===== src/rtl/fbd_pkg.sv =====
package fbd_pkg;
    // Path through the divider
    typedef enum logic [1:0] {
        PATH_LOW  = 2'd0,
        PATH_MID  = 2'd1,
        PATH_HIGH = 2'd2
    } fb_path_e;

    localparam int WIDE_W_DEF     = 16;
    localparam int NARROW_W_DEF   = 12;
    localparam int WIDE_MIN_DEF   = 272;
    localparam int NARROW_MIN_DEF = 4;
endpackage


===== src/rtl/fbd_prescale2.sv =====
// Divide-by-two stage: phase toggles on each enabled cycle, cleared on restart.
module fbd_prescale2 (
    input  logic clk,
    input  logic rst_n,
    input  logic en,
    input  logic clr,
    output logic phase
);
    logic phase_d, phase_q;

    always_comb begin
        phase_d = phase_q;
        if (clr)     phase_d = 1'b0;
        else if (en) phase_d = ~phase_q;
    end

    always_ff @(posedge clk) begin
        if (!rst_n) phase_q <= 1'b0;
        else        phase_q <= phase_d;
    end

    assign phase = phase_q;
endmodule


===== src/rtl/fbd_down_cnt.sv =====
// Loadable down counter with a zero flag.
module fbd_down_cnt #(
    parameter int W = 16
) (
    input  logic         clk,
    input  logic         rst_n,
    input  logic         ld,
    input  logic [W-1:0] ld_val,
    input  logic         dec,
    output logic         zero
);
    logic [W-1:0] cnt_d, cnt_q;

    always_comb begin
        cnt_d = cnt_q;
        if (ld)       cnt_d = ld_val;
        else if (dec) cnt_d = cnt_q - W'(1);
    end

    always_ff @(posedge clk) begin
        if (!rst_n) cnt_q <= '0;
        else        cnt_q <= cnt_d;
    end

    assign zero = (cnt_q == '0);
endmodule


===== src/rtl/pll_fb_divider.sv =====
module pll_fb_divider
    import fbd_pkg::*;
#(
    parameter int WIDE_W     = WIDE_W_DEF,
    parameter int NARROW_W   = NARROW_W_DEF,
    parameter int WIDE_MIN   = WIDE_MIN_DEF,
    parameter int NARROW_MIN = NARROW_MIN_DEF
) (
    input  logic              clk,
    input  logic              rst_n,
    input  logic              lo_en,
    input  logic [WIDE_W-1:0] div_word,
    input  logic              band_hi,
    input  logic              sens_direct,
    input  logic              load,
    output logic              fb_pulse,
    output logic              clamp_err
);
    localparam int PAD_W = WIDE_W - NARROW_W;

    typedef struct packed {
        fb_path_e          path;
        logic [WIDE_W-1:0] n;
    } cfg_t;

    typedef struct packed {
        logic run;
        cfg_t act;
        cfg_t pend;
        logic err;
        logic pulse;
    } state_t;

    state_t s_d, s_q;

    // Decoded request from the control inputs
    cfg_t                fresh;
    logic                fresh_err;
    logic [NARROW_W-1:0] narrow_word;

    // Datapath handshakes
    cfg_t                nxt;
    logic                start, term, tick, swap;
    logic                pre_phase, pre_en;
    logic                wide_zero, narrow_zero;
    logic                wide_ld, wide_dec, narrow_ld, narrow_dec;
    logic [WIDE_W-1:0]   wide_val;
    logic [NARROW_W-1:0] narrow_val;

    // Request decode and floor clamp
    always_comb begin
        narrow_word = div_word[NARROW_W-1:0];
        fresh_err   = 1'b0;
        if (band_hi)          fresh.path = PATH_HIGH;
        else if (sens_direct) fresh.path = PATH_MID;
        else                  fresh.path = PATH_LOW;

        if (fresh.path == PATH_LOW) begin
            if (narrow_word < NARROW_W'(NARROW_MIN)) begin
                fresh.n   = WIDE_W'(NARROW_MIN);
                fresh_err = 1'b1;
            end else begin
                fresh.n = {{PAD_W{1'b0}}, narrow_word};
            end
        end else begin
            if (div_word < WIDE_W'(WIDE_MIN)) begin
                fresh.n   = WIDE_W'(WIDE_MIN);
                fresh_err = 1'b1;
            end else begin
                fresh.n = div_word;
            end
        end
    end

    // Counting control
    always_comb begin
        start = load & ~s_q.run;
        if (s_q.act.path == PATH_HIGH) tick = lo_en & pre_phase;
        else                           tick = lo_en;
        term  = s_q.run & tick &
                ((s_q.act.path == PATH_LOW) ? narrow_zero : wide_zero);
        swap  = start | term;
        nxt   = swap ? (load ? fresh : s_q.pend) : s_q.act;

        pre_en     = s_q.run & lo_en & (s_q.act.path == PATH_HIGH);
        wide_val   = nxt.n - WIDE_W'(1);
        narrow_val = nxt.n[NARROW_W-1:0] - NARROW_W'(1);
        wide_ld    = swap & (nxt.path != PATH_LOW);
        narrow_ld  = swap & (nxt.path == PATH_LOW);
        wide_dec   = s_q.run & tick & ~term & (s_q.act.path != PATH_LOW);
        narrow_dec = s_q.run & tick & ~term & (s_q.act.path == PATH_LOW);
    end

    // Next-state
    always_comb begin
        s_d       = s_q;
        s_d.pulse = term;
        if (start) s_d.run = 1'b1;
        if (swap)  s_d.act = nxt;
        if (load) begin
            s_d.pend = fresh;
            s_d.err  = fresh_err;
        end
    end

    always_ff @(posedge clk) begin
        if (!rst_n) begin
            s_q <= '0;
        end else begin
            s_q <= s_d;
        end
    end

    fbd_prescale2 u_pre (
        .clk   (clk),
        .rst_n (rst_n),
        .en    (pre_en),
        .clr   (swap),
        .phase (pre_phase)
    );

    fbd_down_cnt #(.W(WIDE_W)) u_wide (
        .clk    (clk),
        .rst_n  (rst_n),
        .ld     (wide_ld),
        .ld_val (wide_val),
        .dec    (wide_dec),
        .zero   (wide_zero)
    );

    fbd_down_cnt #(.W(NARROW_W)) u_narrow (
        .clk    (clk),
        .rst_n  (rst_n),
        .ld     (narrow_ld),
        .ld_val (narrow_val),
        .dec    (narrow_dec),
        .zero   (narrow_zero)
    );

    assign fb_pulse  = s_q.pulse;
    assign clamp_err = s_q.err;
endmodule


===== config.mk =====
export PLATFORM = sky130hd
export DESIGN_NAME = pll_fb_divider
export DESIGN_NICKNAME = d
export VERILOG_FILES = /design/src/rtl/fbd_pkg.sv /design/src/rtl/fbd_prescale2.sv /design/src/rtl/fbd_down_cnt.sv /design/src/rtl/pll_fb_divider.sv
export SDC_FILE = /design/constraint.sdc
export NUM_CORES = 1
export LEC_CHECK = 0
export BUFFER_PORTS_ARGS = -buffer_cell sky130_fd_sc_hd__buf_2
export CAP_MARGIN = 40
export CELL_PAD_IN_SITES_DETAIL_PLACEMENT = 1
export CELL_PAD_IN_SITES_GLOBAL_PLACEMENT = 1
export CORE_AREA = 2 2 95 97
export DETAILED_ROUTE_END_ITERATION = 8
export DIE_AREA = 0 0 97 99
export PLACE_DENSITY = 0.87
export SLEW_MARGIN = 10
export SYNTH_ARGS = -nofsm -noshare
export SYNTH_HDL_FRONTEND = slang
export SYNTH_HIERARCHICAL = 1
export SYNTH_SLANG_ARGS = --single-unit

===== constraint.sdc =====
create_clock -name clk -period 4.5 [get_ports clk]
set_clock_uncertainty 0.05 [all_clocks]
set_input_delay 0.45 -clock clk [delete_from_list [all_inputs] [get_ports clk]]
set_output_delay 0.45 -clock clk [all_outputs]
set_load 0.01 [all_outputs]

After elaboration in Yosys (flattened, before gate mapping)
Cells that the tools add are included.
{"block": "totals", "word_cells": 59, "regBits": 68, "inputBits": 22, "out_inout_bits": 2}
{"block": "classes", "bitwise_logic": 16, "reduce_logical": 10, "n_eq_ne": 1, "n_addsub": 4, "muxes": 16, "n_lt_le_gt_ge": 2}
{"operator": "$mux 16", "count": 4}
{"operator": "$mux 12", "count": 3}
{"operator": "$mux 18", "count": 2}
{"operator": "$sub 16x1->16 const B", "count": 2}
{"operator": "$sub 12x1->12 const B", "count": 2}
{"operator": "$logic_not 16->1", "count": 1}
{"operator": "$lt 16x9->1 const B", "count": 1}
{"operator": "$logic_not 12->1", "count": 1}
{"operator": "$lt 12x3->1 const B", "count": 1}
{"operator": "$and 1x1->1", "count": 11}
{"operator": "$reduce_bool 2->1", "count": 4}
{"operator": "$logic_not 2->1", "count": 3}
{"operator": "$mux 1", "count": 6}
{"operator": "$not 1->1", "count": 4}
{"operator": "$eq 2x2->1 const B", "count": 1}
{"operator": "$mux 2", "count": 1}
{"operator": "$reduce_or 2->1", "count": 1}
{"operator": "$or 1x1->1", "count": 1}

Depth between registers and ports, before layout
{"block": "depth", "depth_word": 9, "mapped_depth": 18, "mapped_depth_nobuf": 17}

Cells and area by module
Netlist, hierarchy kept.
{"module": "pll_fb_divider", "n_inst": 1, "area_each_um2": 2132.0, "cells_per_inst": 250}
{"module": "fbd_down_cnt (u_wide)", "n_inst": 1, "area_each_um2": 882.1, "cells_per_inst": 100}
{"module": "fbd_down_cnt (u_narrow)", "n_inst": 1, "area_each_um2": 714.4, "cells_per_inst": 79}
{"module": "fbd_prescale2", "n_inst": 1, "area_each_um2": 41.3, "cells_per_inst": 3}

Least setup slack after synthesis
Ideal clock, no wire load.
{"block": "synth_path", "path_kind": "reg2reg", "start": "reg u_wide.cnt_q[5]", "end": "reg u_wide.cnt_q[12]", "setup_slack_ps": 443, "path_buffers": 1, "t_required_ps": 4330, "arrival_time_ps": 3887, "stages_incl_launch_ff": 16, "cell_sequence": "dfxtp_1 or4_4 buf_6 or4b_4 nor3_2 o21ai_1 a211oi_4 a211oi_1 a31o_1 a21oi_1 ha_1 nor2b_1 nand3b_1 xnor2_1 and2_1 o31a_1"}
{"element": "from (decl)", "line_no": "fbd_down_cnt.sv:12", "text": "logic [W-1:0] cnt_d, cnt_q;"}
{"element": "from (signal assigned)", "line_no": "fbd_down_cnt.sv:22", "text": "else cnt_q <= cnt_d;"}
{"element": "$logic_not 16->1", "line_no": "fbd_down_cnt.sv:25", "text": "assign zero = (cnt_q == '0);"}
{"element": "net wide_zero", "line_no": "pll_fb_divider.sv:45", "text": "logic wide_zero, narrow_zero;"}
{"element": "$mux 1", "line_no": "pll_fb_divider.sv:81", "text": "((s_q.act.path == PATH_LOW) ? narrow_zero : wide_zero);"}
{"element": "$and 1x1->1", "line_no": "pll_fb_divider.sv:80", "text": "term = s_q.run & tick &"}
{"element": "$or 1x1->1", "line_no": "pll_fb_divider.sv:82", "text": "swap = start | term;"}
{"element": "$mux 18", "line_no": "pll_fb_divider.sv:83", "text": "nxt = swap ? (load ? fresh : s_q.pend) : s_q.act;"}
{"element": "$sub 16x1->16", "line_no": "pll_fb_divider.sv:86", "text": "wide_val = nxt.n - WIDE_W'(1);"}
{"element": "net wide_val[12]", "line_no": "pll_fb_divider.sv:47", "text": "logic [WIDE_W-1:0] wide_val;"}
{"element": "$mux 16", "line_no": "fbd_down_cnt.sv:16", "text": "if (ld) cnt_d = ld_val;"}
The timed path passes the listed nets, and every way through them passes these cells. The select of a mux whose other input is x is not followed.
A chain may end at the register's enable or synchronous reset.

Final worst setup path
{"block": "layout_path", "start": "reg u_wide.cnt_q[5]", "end": "reg u_narrow.cnt_q[10]"}
{"element": "$logic_not 16->1", "line_no": "fbd_down_cnt.sv:25"}
{"element": "net wide_zero", "line_no": "pll_fb_divider.sv:45"}
{"element": "$mux 1", "line_no": "pll_fb_divider.sv:81"}
{"element": "$and 1x1->1", "line_no": "pll_fb_divider.sv:80"}
{"element": "$or 1x1->1", "line_no": "pll_fb_divider.sv:82"}
{"element": "$mux 18", "line_no": "pll_fb_divider.sv:83"}
{"element": "$sub 12x1->12", "line_no": "pll_fb_divider.sv:87", "text": "narrow_val = nxt.n[NARROW_W-1:0] - NARROW_W'(1);"}
{"element": "net narrow_val[10]", "line_no": "pll_fb_divider.sv:48", "text": "logic [NARROW_W-1:0] narrow_val;"}
{"element": "$mux 12", "line_no": "fbd_down_cnt.sv:16"}
{"element": "to (signal assigned)", "line_no": "fbd_down_cnt.sv:22"}
{"element": "to (decl)", "line_no": "fbd_down_cnt.sv:12"}
The timed path passes the listed nets, and every way through them passes these cells.

==> out/metrics.yaml <==
clock_tree:
  htree_levels: 3
  cts_resized: 0
  clk_pin_slew_ns: 0.08
  clk_latency_ns: 0.35
  clock_path_buffers: 2
  clkSinkCount: 68
  cts_buffers: 9
  cts_tree: "built"
  root_buffer: "clkbuf_8"
  postCtsSetupBuffers: 0
  cts_hold_buf: 0
synthesis:
  synth_seq_cells: 68
  yosysSeqAreaShare_pct: 36.1
  synth_top_area_cell: "dfxtp_1"
  synth-async-reset-ratio_pct: 0
  synth_cell_types: 75
  ys.flop_type: "dfxtp_1"
  synth_nets: 458
  synthTopCellsByArea: "dfxtp_1, xnor2_1, nor2_1"
  synth_cells: 432
  ys_warn_count: 6
  synth_edf_count: 0
  syn_area_per_cell_sq_um: 8.73
  synth_top_area_share_pct: 36.1
  syn_area_sq_um: 3770
place:
  gp_congestion: 0.813
  dpl.cell_count: 559
  place.port_buffers: 23
  place_hpwl_mm: 7.67
floorplanning:
  core_area_sq_um: 8550
  dieHeight_um: 99
  initial_core_util_pct: 44.1
  die-area_sq_um: 9600
  io_pins: 24
  die-width_um: 97
  row_count: 34
job:
  max-cap-violations: 0
critical_path:
  cp.arrival_ns: 4.55
  cp.required_ns: 4.73
  crit_type: "reg -> reg"
  crit_fanout: 11
  cp-end-kind: "flop"
  startpoint_type: "flop"
routing:
  viasPerCell: 6.02
  wire_per_inst_um: 19.3
  vias: 3463
  routed_wl_mm: 11.1
  drc: 0
  ant_nets: 0
  drtIter0Drc: 175
  dr.pass1.iters: 4
layout:
  utilization_pct: 49.6
  layout-drive-gt1-share_pct: 19.7
  nets: 488
  n_antenna_cell: 0
  final_cells: 575
  mostFrequentLayoutCells: "dfxtp_1, nor2_1, a21oi_1"
  fillers: 1042
  area_growth_pct: 12.4
  final_common_cell: "dfxtp_1"
power_and_ir_drop:
  p_total_w: 0.00169
  p_leak_nw: 1.61
  ir_worst_vdd_uv: 149
  p_per_area_nw_per_um2: 399
grt:
  grt_busiest_layer: "met2"
  antenna_found_initial: 0
  grt_remaining_overflow: 0
  grt_pass1_vias: 3609
  grtUsageTotal_pct: 23.7
  use_met3_pct: 4.26
  grt_max_degree: 45
  use_met1_pct: 28.4
  met2_usage_pct: 41.3
  grt_pass1_wl_mm: 18.3
timing:
  finalCritPeriodShare_pct: 96.0
  tightest_slew_ns: 0.826
  rsz0062_at_grt: "false"
  setup_violations: 0
  timing.fmax_mhz: 231
  fin_setup_tns_ns: 0
  finalHoldViolCount: 0
  fin_crit_ns: 4.32
  finalMaxSlewViolations: 0
  maxSlewHeadroom_pct: 44.6
worst_hold_path:
  min_path_type: "in -> reg"
run_status:
  status: "finished clean"
[report_power, final]
group          switching, W  total, W  internal [W]
registers         0.0000494  0.000707      0.000658
clock network      0.000244  0.000515      0.000271
logic              0.000282  0.000471      0.000189
[stage by stage]
stage / worst slack (ns) / hold WS [ns] / area, sq um
5_1_grt: 0.0105 / 0.356 / 4240
3_3_place_gp: 0.461 / 0.395 / 4010
2_1_floorplan: 0.443 / 0.391 / 3770
6_report: 0.178 / 0.350 / 4240
3_5_place_dp: 0.170 / 0.404 / 4030
4_1_cts: 0.0277 / 0.337 / 4220
[final cells by class]
cell class | count | area [sq um] | area share, %
clock buffer | 12 | 145 | 3.42
tap | 108 | 135 | 3.19
clock inverter | 4 | 48.8 | 1.15
sequential | 68 | 1360 | 32.1
multi-input combinational | 328 | 2240 | 52.9
timing repair buffer | 40 | 246 | 5.82
inverter | 15 | 57.6 | 1.36
[layer usage]
metal	routed length, um	up-vias
li1	-	1639
met2	5670	74
met4	277	0
met1	4690	1728
met3	478	22
met5	0	-
[cells by family (layout without fill, tap and decap cells)]
group	after synthesis	count (layout)	share of synthesized area, %
compound gates	110	110	19.8
xor+xnor	28	28	6.51
fa+ha+maj	4	4	1.33
buf+inv	36	71	4.88
flops	68	68	36.1
mux	11	11	3.19
simple gates	175	175	28.2
[registers in the layout, indices dropped and copies added (netlist names)]
signal,count
clamp_err,1
fb_pulse,1
s_q,37
u_narrow/cnt_q,12
u_pre/phase,1
u_wide/cnt_q,16
[Yosys cell counts (5+ instances only)]
library cell,number
nand3b_1,5
dfxtp_1,68
and3_1,6
or3_1,5
a211oi_1,6
nor4_2,8
nand4_1,5
or4_1,8
a31oi_1,8
xnor2_1,21
nor2_1,47
nor2b_1,7
nand2_1,22
clkbuf_1,9
nor3_1,9
inv_1,11
xor2_1,7
nand3_1,8
nor4_1,5
a21oi_1,27
o21ai_0,23
and2_1,15
mux2i_1,6
[critical path, cell delays in order, from the launching register on]
cell	delay, ns
dfxtp_1	0.36
or4_4	0.65
or4b_4	0.56
nor3_2	0.26
o21ai_1	0.18
a211oi_4	0.36
a211oi_1	0.09
a31o_1	0.25
a21oi_1	0.19
ha_1	0.24
nand4_1	0.11
nor4_2	0.21
mux2i_1	0.13
a211oi_2	0.27
o21ai_0	0.15
a31oi_1	0.18
[final timing paths]
| path | start | to | slack (ns) | depth (start not counted) |
|---|---|---|---|---|
| max | u_wide/cnt_q[5] | u_narrow/cnt_q[10] | 0.18 | 15 |
| min | div_word[1] | s_q[3] | 0.35 | 3 |
| max reg2reg | u_wide/cnt_q[5] | u_narrow/cnt_q[10] | 0.18 | 15 |
| min reg2reg | clamp_err | clamp_err | 0.41 | 2 |
(Power assumes the default switching activity.)
